--- config.mk ---
export PLATFORM = sky130hd
export DESIGN_NAME = frame_offset_meter
export DESIGN_NICKNAME = d
export VERILOG_FILES = /design/src/rtl/fom_pkg.sv /design/src/rtl/fom_sync_fall.sv /design/src/rtl/fom_phase_tap.sv /design/src/rtl/fom_ctrl.sv /design/src/rtl/frame_offset_meter.sv
export SDC_FILE = /design/constraint.sdc
export NUM_CORES = 1
export LEC_CHECK = 0
export BUFFER_PORTS_ARGS = -buffer_cell sky130_fd_sc_hd__buf_2
export CAP_MARGIN = 10
export CORE_MARGIN = 2
export CORE_UTILIZATION = 47
export CTS_BUF_LIST = sky130_fd_sc_hd__clkbuf_8
export CTS_CLUSTER_SIZE = 30
export DETAILED_ROUTE_END_ITERATION = 8
export PLACE_DENSITY = 0.77
export SETUP_SLACK_MARGIN = 0.5
export SYNTH_ARGS = -nofsm -noshare
export SYNTH_HDL_FRONTEND = slang
export SYNTH_HIERARCHICAL = 1
export SYNTH_SLANG_ARGS = --single-unit
--- constraint.sdc ---
create_clock -name clk -period 2.05 [get_ports clk]
set_input_delay 0.3075 -clock clk [delete_from_list [all_inputs] [get_ports clk]]
set_output_delay 0.3075 -clock clk [all_outputs]
set_load 0.05 [all_outputs]
--- src/rtl/fom_pkg.sv ---
package fom_pkg;

  typedef enum logic [1:0] {
    MS_IDLE  = 2'd0,
    MS_ARMED = 2'd1,
    MS_COUNT = 2'd2,
    MS_DONE  = 2'd3
  } meas_state_e;

  // Saturating increment: stays at lim once reached.
  function automatic int unsigned sat_incr(input int unsigned v, input int unsigned lim);
    return (v >= lim) ? lim : v + 1;
  endfunction

  // High-to-low transition between an older and a newer sample.
  function automatic logic fall_of(input logic older, input logic newer);
    return older & ~newer;
  endfunction

endpackage

--- src/rtl/fom_sync_fall.sv ---
module fom_sync_fall #(
  parameter int STAGES = 2
) (
  input  logic clk,
  input  logic rst_n,
  input  logic din,
  output logic fall
);
  import fom_pkg::*;

  logic [STAGES:0] chain;

  always_ff @(posedge clk or negedge rst_n) begin
    if (!rst_n) chain <= '1;
    else        chain <= {chain[STAGES-1:0], din};
  end

  assign fall = fall_of(chain[STAGES], chain[STAGES-1]);

  // A detected edge lasts exactly one clock.
  assert_fall_single_R6: assert property (@(posedge clk) disable iff (!rst_n)
    fall |=> !fall);

endmodule

--- src/rtl/fom_phase_tap.sv ---
module fom_phase_tap #(
  parameter int STAGES = 2
) (
  input  logic clk,
  input  logic rst_n,
  input  logic din,
  output logic fell_in_high
);
  logic            half_samp;
  logic [STAGES-1:0] hchain;

  // Sampled at the end of the high half of each period.
  always_ff @(negedge clk or negedge rst_n) begin
    if (!rst_n) half_samp <= 1'b1;
    else        half_samp <= din;
  end

  generate
    if (STAGES == 1) begin : g_single
      always_ff @(posedge clk or negedge rst_n) begin
        if (!rst_n) hchain <= '1;
        else        hchain <= half_samp;
      end
    end else begin : g_shift
      always_ff @(posedge clk or negedge rst_n) begin
        if (!rst_n) hchain <= '1;
        else        hchain <= {hchain[STAGES-2:0], half_samp};
      end
    end
  endgenerate

  // Low already at the mid-period sample means the edge was in the high half.
  assign fell_in_high = ~hchain[STAGES-1];

endmodule

--- src/rtl/fom_ctrl.sv ---
module fom_ctrl #(
  parameter int SEL_W = 5,
  parameter int CNT_W = 9
) (
  input  logic             clk,
  input  logic             rst_n,
  input  logic             start,
  input  logic [SEL_W-1:0] sel,
  input  logic             fp_fall,
  input  logic             ev_fall,
  input  logic             ev_phase,
  output logic [SEL_W-1:0] sel_q,
  output logic             done,
  output logic             phase,
  output logic [CNT_W-1:0] count
);
  import fom_pkg::*;

  localparam int unsigned CNT_MAX = (1 << CNT_W) - 1;

  meas_state_e st;
  logic        start_q;
  logic        found;
  logic        start_rise;
  logic        start_fall;

  assign start_rise = start & ~start_q;
  assign start_fall = fall_of(start_q, start);

  always_ff @(posedge clk or negedge rst_n) begin
    if (!rst_n) begin
      st      <= MS_IDLE;
      start_q <= 1'b0;
      sel_q   <= '0;
      done    <= 1'b0;
      phase   <= 1'b0;
      count   <= '0;
      found   <= 1'b0;
    end else begin
      start_q <= start;
      if (start_fall) begin
        st   <= MS_IDLE;
        done <= 1'b0;
      end else if (start_rise) begin
        st    <= MS_ARMED;
        sel_q <= sel;
        count <= '0;
        phase <= 1'b0;
        found <= 1'b0;
        done  <= 1'b0;
      end else begin
        unique case (st)
          MS_ARMED: begin
            if (fp_fall) begin
              st    <= MS_COUNT;
              count <= '0;
              if (ev_fall) begin
                found <= 1'b1;
                phase <= ev_phase;
              end
            end
          end
          MS_COUNT: begin
            if (fp_fall) begin
              st   <= MS_DONE;
              done <= 1'b1;
              if (!found) begin
                count <= CNT_W'(CNT_MAX);
                phase <= 1'b0;
              end
            end else if (!found) begin
              count <= CNT_W'(sat_incr(32'(count), CNT_MAX));
              if (ev_fall) begin
                found <= 1'b1;
                phase <= ev_phase;
              end
            end
          end
          default: ;
        endcase
      end
    end
  end

  assert_done_on_frame_R3: assert property (@(posedge clk) disable iff (!rst_n)
    $rose(done) |-> $past(fp_fall));

  assert_done_needs_start_R8: assert property (@(posedge clk) disable iff (!rst_n)
    done |-> $past(start));

  assert_count_no_wrap_R7: assert property (@(posedge clk) disable iff (!rst_n)
    (count == CNT_W'(CNT_MAX) && !start_rise) |=> (count == CNT_W'(CNT_MAX)));

  assert_miss_gives_max_R7: assert property (@(posedge clk) disable iff (!rst_n)
    ($rose(done) && !$past(found)) |-> (count == CNT_W'(CNT_MAX) && !phase));

  assert_result_hold_R9: assert property (@(posedge clk) disable iff (!rst_n)
    (done && $past(done)) |-> ($stable(count) && $stable(phase)));

endmodule

--- src/rtl/frame_offset_meter.sv ---
module frame_offset_meter #(
  parameter int N_EVAL      = 32,
  parameter int SEL_W       = $clog2(N_EVAL),
  parameter int CNT_W       = 9,
  parameter int SYNC_STAGES = 2,
  localparam int STAT_W     = SEL_W + 2 + CNT_W
) (
  input  logic              clk,
  input  logic              rst_n,
  input  logic              frame_n,
  input  logic [N_EVAL-1:0] eval_n,
  input  logic [SEL_W-1:0]  eval_sel,
  input  logic              meas_start,
  output logic [STAT_W-1:0] status
);
  logic [SEL_W-1:0] sel_q;
  logic             picked;
  logic             fp_fall;
  logic             ev_fall;
  logic             ev_phase;
  logic             done;
  logic             phase;
  logic [CNT_W-1:0] count;

  assign picked = eval_n[sel_q];

  fom_sync_fall #(.STAGES(SYNC_STAGES)) u_fp_sync (
    .clk  (clk),
    .rst_n(rst_n),
    .din  (frame_n),
    .fall (fp_fall)
  );

  fom_sync_fall #(.STAGES(SYNC_STAGES)) u_ev_sync (
    .clk  (clk),
    .rst_n(rst_n),
    .din  (picked),
    .fall (ev_fall)
  );

  fom_phase_tap #(.STAGES(SYNC_STAGES)) u_ev_phase (
    .clk         (clk),
    .rst_n       (rst_n),
    .din         (picked),
    .fell_in_high(ev_phase)
  );

  fom_ctrl #(.SEL_W(SEL_W), .CNT_W(CNT_W)) u_ctrl (
    .clk     (clk),
    .rst_n   (rst_n),
    .start   (meas_start),
    .sel     (eval_sel),
    .fp_fall (fp_fall),
    .ev_fall (ev_fall),
    .ev_phase(ev_phase),
    .sel_q   (sel_q),
    .done    (done),
    .phase   (phase),
    .count   (count)
  );

  assign status = {eval_sel, done, phase, count};

endmodule

[Word level (Yosys, flattened, before mapping)]
Index checks and enable logic that the tools add are counted.
Operators by class
  equal/unequal tests: 8
  bitwise operators: 10
  add/sub/neg operators: 1
  order comparisons: 2
  multiplexer cells: 32
  reductions and logical operators: 9
Operator list (number)
  two-way mux 9 bit: 6
  one-hot mux 9 bit (2 select lines): 1
  two-way mux 1 bit: 17
  adder 9 x 1 -> 9 bit, second input constant: 1
  >= comparator 9 bit, second input constant: 1
  inequality test 3 x 2 -> 1 bit, second input constant: 3
  nonzero test 3 bit: 3
  two-way mux 2 bit: 4
  inequality test 4 x 2 -> 1 bit, second input constant: 2
  < comparator 5 x 6 -> 1 bit, second input constant: 1
  inverter 1 bit: 6
  binary-select mux 1 bit (select 5 bit): 1
  AND reduction 5 bit: 1
  AND 1 bit: 4
  one-hot mux 1 bit (2 select lines): 2
  one-hot mux 2 bit (2 select lines): 1
  AND reduction 2 bit: 2
  AND reduction 4 bit: 1
  nonzero test 4 bit: 1
  inequality test 3 bit, second input constant: 1
  AND reduction 3 bit: 1
  == test 2 x 1 -> 1 bit, second input constant: 1
  == test 2 bit, second input constant: 1
Word-level totals
  word-level logic and storage cells: 73
  register bits after elaboration: 29
  output and inout port bits: 16
  input bits: 41

[Depth between registers and ports, before layout]
Gate-level depths: netlist (run 1).
  depth after elaboration: 7
  gate-level depth with buffers: 9
  gate-level depth less buffers: 9

[Hierarchy]
Netlist (run 1), hierarchy kept.
Modules (own cells, without submodules)
  fom_ctrl: cells each 116, area each 1127.3 µm², seq. area each 500.5 µm², instances 1
  frame_offset_meter: cells each 48, area each 377.9 µm², seq. area each 0.0 µm², instances 1
  fom_sync_fall: cells each 4, area each 92.6 µm², seq. area each 78.8 µm², instances 2
  fom_phase_tap: cells each 5, area each 86.3 µm², seq. area each 78.8 µm², instances 1

==> results of run 1 <==
[logic make-up after synthesis]
family,after synthesis,share of synthesized area [%]
adders and majority gates,6,4.23
muxes,22,12.7
AOI/OAI and AO/OA,40,16.1
buffers and inverters,20,7.11
DFF,29,41.5
and+or+nand+nor,60,18.4
[repair_timing]
action,4_1_cts,5_1_grt
hold buffers,0,0
setup endpoints to repair,14,14
pin swaps,11,9
resized for setup,24,9
setup buffers,10,5
[metal layers]
layer / share of wire (%) / routed length, µm
met1: 46 / 1900
met5: 0 / 0
met4: 1.4 / 56
met2: 49 / 2040
met3: 3.7 / 153
[placed cells by master (no fill, tap or decap), types with 2 or more instances in the layout]
cell,synthesis,layout
and3_1,3,2
o22a_1,3,3
inv_1,8,9
or2_4,1,2
nand2b_1,3,3
a21oi_1,8,5
buf_6,1,4
ha_4,0,4
ha_2,0,2
buf_2,1,56
nand2_1,16,16
dfrtp_1,20,16
o21a_1,2,2
o21ai_2,0,8
buf_4,7,18
nor2_4,0,3
a22oi_1,4,4
dfrtp_2,0,4
nor2_1,8,5
buf_12,1,2
o21bai_1,3,3
a21oi_2,0,3
nand3_1,7,6
mux2_2,5,5
o21ai_1,0,3
nor3_1,5,4
dfstp_2,9,9
nor2b_1,6,4
clkbuf_8,0,6
nor2b_4,2,4
mux2i_1,17,17
[state kept, by name (all words and copies together), names as in the netlist]
name,count
u_ctrl/count,9
u_ctrl/st,2
u_ctrl/start_q,1
u_ctrl/found,1
u_ev_phase/hchain,2
u_ctrl/sel_q,5
u_ctrl/phase,1
u_ctrl/done,1
u_ev_sync/chain,3
u_fp_sync/chain,3
u_ev_phase/half_samp,1
[worst max path at each step]
stage	startpoint	endpoint	cells after the start
after floorplan	u_ctrl/sel_q[1]	u_ev_phase/half_samp	7
after global placement	u_ctrl/sel_q[1]	u_ev_phase/half_samp	6
after detailed placement	u_ctrl/sel_q[1]	u_ev_phase/half_samp	6
after CTS	u_ctrl/sel_q[1]	u_ev_phase/half_samp	6
after global routing	u_ctrl/sel_q[1]	u_ev_phase/half_samp	7
final	u_ctrl/sel_q[1]	u_ev_phase/half_samp	6
[layout make-up]
class / count / area, µm² / area share [%]
multi-input cells: 128 / 1110 / 43.8
flip-flops and latches: 29 / 742 / 29.3
repair buffers: 80 / 500 / 19.8
clock buffers: 6 / 82.6 / 3.26
well taps: 48 / 60.1 / 2.37
inverters: 7 / 26.3 / 1.04
clock inverters: 3 / 11.3 / 0.445
[power groups by stage]
stage / Clock (mW) / Combinational [mW] / Sequential [mW]
finish: 0.478 / 1.37 / 0.938
global route: 0.524 / 1.48 / 0.961
CTS: 0.497 / 1.29 / 0.930
detailed placement: 0.00610 / 1.11 / 0.944
global placement: 0.00610 / 1.09 / 0.936
floorplan: 0.00610 / 0.695 / 1.12
==> impl_metrics.env, run 1 <==
export IMPL_critPathTopFamily="compound AO/OA/AOI/OAI gates"
export IMPL_routabilityCongestion=0.795
export IMPL_avgSynthCellArea_um2=10.0
export IMPL_gr_total_overflow=0
export IMPL_grt_pass1_vias=1489
export IMPL_htreeDepth=2
export IMPL_worst_r2r_cell_count=6
export IMPL_avgViaCountPerCell=5.31
export IMPL_p_sw_share_pct=41.0
export IMPL_share_seq_of_total_power_pct=33.7
export IMPL_rsz0062_at_grt="true"
export IMPL_leakage_nw=1.22
export IMPL_r2r_slack_ns=-0.36
export IMPL_place_area_mm2=0.00220
export IMPL_arrival_ns=1.63
export IMPL_path_cells="buf_12 > mux2i_1 > a22oi_1 > nand4b_1 > a21oi_1 > a311o_1"
export IMPL_synth_top_cells_by_count="dfrtp_1, mux2i_1, nand2_1, o21ai_0, dfstp_2"
export IMPL_ys_seq_area_share_pct=41.5
export IMPL_dp_cells=278
export IMPL_antenna_found_initial=0
export IMPL_io_buffer_count=56
export IMPL_r2r_start="u_ctrl/sel_q[1]"
export IMPL_synthArstFlopShare_pct=100
export IMPL_drt_pass1_iter_count=4
export IMPL_cts_root_buf="clkbuf_8"
export IMPL_use_met3_pct=5.14
export IMPL_vias=1597
export IMPL_cp_data_required_time_ns=1.27
export IMPL_slowest_stage="dfrtp_1"
export IMPL_drc=0
export IMPL_die_w_um=65.5
export IMPL_r2r_end="u_ev_phase/half_samp"
export IMPL_crit_path_end_kind="flop"
export IMPL_grt_util_met1_pct=27.1
export IMPL_numCtsBuffers=5
export IMPL_grtUsageTotal_pct=20.9
export IMPL_stdcell_area_mm2=0.00253
export IMPL_detail_route_antenna_nets=0
export IMPL_io_pins=57
export IMPL_ys_ff_latch=29
export IMPL_yosys_area_top_type="dfrtp_1"
export IMPL_intPower_mw=1.64
export IMPL_layout_cells_non_filler=301
export IMPL_worst_pin_slew_ns=0.359
export IMPL_startpoint_type="flop"
export IMPL_hpwlAfterDp_mm=2.98
export IMPL_grt_busiest_layer="met2"
export IMPL_synth_edf_count=0
export IMPL_clock_sinks=29
export IMPL_synthTopCellsByArea="dfrtp_1, dfstp_2, mux2i_1"
export IMPL_violations="setup timing"
export IMPL_skew_ns=0.0604
export IMPL_drt_iter0_markers=68
export IMPL_worst_skew_pair_late_latency_ns=0.33
export IMPL_hp_class="in -> async"
export IMPL_p_total_mw=2.78
export IMPL_netlist_instances=177
export IMPL_ir_worst_vdd_v=0.000522
export IMPL_place_ws_ns=-0.391
export IMPL_status="finished with violations"
export IMPL_cp_num_buf_inv=1
export IMPL_clkTransAtPathRegs_ns=0.07
export IMPL_worst_path_max_fanout=13
export IMPL_finalCoreUtilization_pct=69.1
export IMPL_power_density_mw_per_mm2=1100
export IMPL_initial_core_util_pct=48.5
export IMPL_nets=299
export IMPL_p_sw_mw=1.14
export IMPL_timing_max_transition_violations_final=0
export IMPL_setup_ws_ns=-0.357
export IMPL_hold_viol_final=0
export IMPL_grt_pass1_wl_mm=6.79
export IMPL_antenna_cells=0
export IMPL_grt_max_degree=29
export IMPL_rows=22
export IMPL_syn2layout_area_growth_pct=42.4
export IMPL_core_mm2=0.00366
export IMPL_synthFlopType="dfrtp_1"
export IMPL_path_class="reg -> reg"
export IMPL_fillCellCount=276
export IMPL_synth_distinct_cells=43
export IMPL_p_clk_share_pct=17.2
export IMPL_drive_gt1_share_pct=55.7
export IMPL_drt_wl_total_mm=4.14
export IMPL_chipHeight_um=65.5
export IMPL_ys_warn_count=6
export IMPL_cts_path_max_buffers=2
export IMPL_finalSetupViolCount=1
export IMPL_tns_ns=-0.357
export IMPL_slowest_delay_ns=0.38
export IMPL_dieArea_mm2=0.00429
export IMPL_synth_top_area_share_pct=28.2
export IMPL_drv_cap=0
export IMPL_met2_usage_pct=34.3
export IMPL_synth_most_common_cell="dfrtp_1"
export IMPL_slew_headroom_pct=76.0
export IMPL_cts_tree="yes"
export IMPL_syn_nets=224
export IMPL_combPwrFrac_pct=49.1
export IMPL_wire_per_inst_um=13.8
export IMPL_netlist_area_mm2=0.00178
export IMPL_whs_ns=0.0783
No activity file was read; power rests on OpenSTA's default activity.
==> run 2: changes to the inputs <==
- PLACE_DENSITY: 0.77 -> 0.76
==> impl_metrics.env, run 2 (same netlist as run 1, synthesis figures left out) <==
export IMPL_regMostFlops="u_ctrl/count"
export IMPL_cts_tree="yes"
export IMPL_io_pins=57
export IMPL_drc=0
export IMPL_drt_pass1_iter_count=4
export IMPL_leakage_nw=1.22
export IMPL_dieArea_mm2=0.00429
export IMPL_avgViaCountPerCell=5.47
export IMPL_skew_ns=0.0575
export IMPL_final_common_cell="buf_2"
export IMPL_status="finished with violations"
export IMPL_grt_pass1_wl_mm=7.36
export IMPL_reg_top3="u_ctrl/count (9), u_ctrl/sel_q (5)"
export IMPL_cp_data_required_time_ns=1.26
export IMPL_combPwrFrac_pct=50.1
export IMPL_hold_viol_final=0
export IMPL_drt_wl_total_mm=4.65
export IMPL_slew_headroom_pct=76.0
export IMPL_worst_pin_slew_ns=0.360
export IMPL_share_seq_of_total_power_pct=33.3
export IMPL_worst_path_max_fanout=7
export IMPL_routabilityCongestion=0.846
export IMPL_hpwlAfterDp_mm=3.06
export IMPL_grtUsageTotal_pct=22.4
export IMPL_r2r_start="u_ctrl/sel_q[1]"
export IMPL_nets=299
export IMPL_vias=1647
export IMPL_place_area_mm2=0.00221
export IMPL_power_density_mw_per_mm2=1110
export IMPL_numCtsBuffers=5
export IMPL_stdcell_area_mm2=0.00256
export IMPL_largest_register_ffs=9
export IMPL_crit_path_end_kind="flop"
export IMPL_drive_gt1_share_pct=55.7
export IMPL_crit_path_start="u_ctrl/sel_q[1]"
export IMPL_io_buffer_count=56
export IMPL_place_ws_ns=-0.394
export IMPL_rsz0062_at_grt="true"
export IMPL_grt_max_degree=29
export IMPL_antenna_found_initial=0
export IMPL_setup_ws_ns=-0.406
export IMPL_rows=22
export IMPL_path_class="reg -> reg"
export IMPL_hp_class="in -> async"
export IMPL_gr_total_overflow=0
export IMPL_drt_iter0_markers=183
export IMPL_violations="setup timing"
export IMPL_layout_cells_non_filler=301
export IMPL_syn2layout_area_growth_pct=43.9
export IMPL_cts_path_max_buffers=2
export IMPL_clock_sinks=29
export IMPL_worst_skew_pair_late_latency_ns=0.32
export IMPL_grt_pass1_vias=1613
export IMPL_p_sw_mw=1.18
export IMPL_finalSetupViolCount=1
export IMPL_p_clk_share_pct=16.5
export IMPL_clkTransAtPathRegs_ns=0.06
export IMPL_startpoint_type="flop"
export IMPL_drv_cap=0
export IMPL_core_mm2=0.00366
export IMPL_die_w_um=65.5
export IMPL_arrival_ns=1.67
export IMPL_initial_core_util_pct=48.5
export IMPL_timing_max_transition_violations_final=0
export IMPL_ir_worst_vdd_v=0.000506
export IMPL_final_cell_mix="buf_2, mux2i_1, nand2_1"
export IMPL_tns_ns=-0.406
export IMPL_dp_cells=281
export IMPL_chipHeight_um=65.5
export IMPL_p_sw_share_pct=41.3
export IMPL_finalCoreUtilization_pct=69.9
export IMPL_hold_buffers=0
export IMPL_wire_per_inst_um=15.4
export IMPL_intPower_mw=1.67
export IMPL_antenna_cells=0
export IMPL_htreeDepth=2
export IMPL_detail_route_antenna_nets=0
export IMPL_cts_root_buf="clkbuf_8"
run 2: cell count changes in the layout (fill, tap and decap cells not counted), sizes merged:
cell / delta
buf: -1
clkbuf: +1
run 2: timing repair:
action	in CTS	in global routing
setup buffers	7	4
setup endpoints to repair	14	14
pin swaps	10	7
hold endpoints to repair	0	0
cloned	0	1
resized for setup	25	12
run 2: path summary, 6_finish.rpt:
check	end	slack, ns	depth (start not counted)
worst max-delay path	u_ev_phase/half_samp	-0.41	6
worst max register to register	u_ev_phase/half_samp	-0.41	6
worst min register to register	u_ev_phase/hchain[1]	0.36	0
max in group asynchronous	u_ev_phase/half_samp	1.06	1
worst min-delay path	u_ctrl/count[0]	0.08	2
min in group clk	u_fp_sync/chain[0]	0.13	1
run 2: power by group through the flow:
stage               Sequential (mW)  Combinational [mW]  Clock [mW]
global route                  0.974                1.53       0.513
global placement              0.939                1.11     0.00610
CTS                           0.940                1.32       0.492
floorplan                      1.12               0.695     0.00610
finish                        0.950                1.43       0.471
detailed placement            0.945                1.14     0.00610
run 2: cell type report:
class,instances,area (µm²)
clock buffers,6,82.6
fillers,271,1100
multi-input cells,128,1100
repair buffers,80,529
flip-flops and latches,29,743
well taps,48,60.1
inverters,7,26.3
clock inverters,3,11.3
run 2: per-stage QoR:
step / hold WS, ns / power [mW]
finish: 0.0779 / 2.85
global route: 0.111 / 3.02
CTS: 0.0843 / 2.75
detailed placement: 0.348 / 2.09
global placement: 0.346 / 2.06
floorplan: 0.0119 / 1.82
run 2: per-layer routing:
| metal | vias up | track usage [%] | wire (µm) |
|---|---|---|---|
| li1 | 774 | - | - |
| met3 | 10 | 5.31 | 217 |
| met5 | - | 0 | 0 |
| met2 | 44 | 38.9 | 2370 |
| met1 | 819 | 27.1 | 1980 |
| met4 | 0 | 8.07 | 80 |
run 2: critical path, stage by stage (launching register included):
cell      delay [ns]
dfrtp_2         0.41
buf_12          0.14
mux2i_1         0.21
a22oi_1         0.11
nand4b_1        0.11
a21oi_1         0.06
a311o_1         0.35
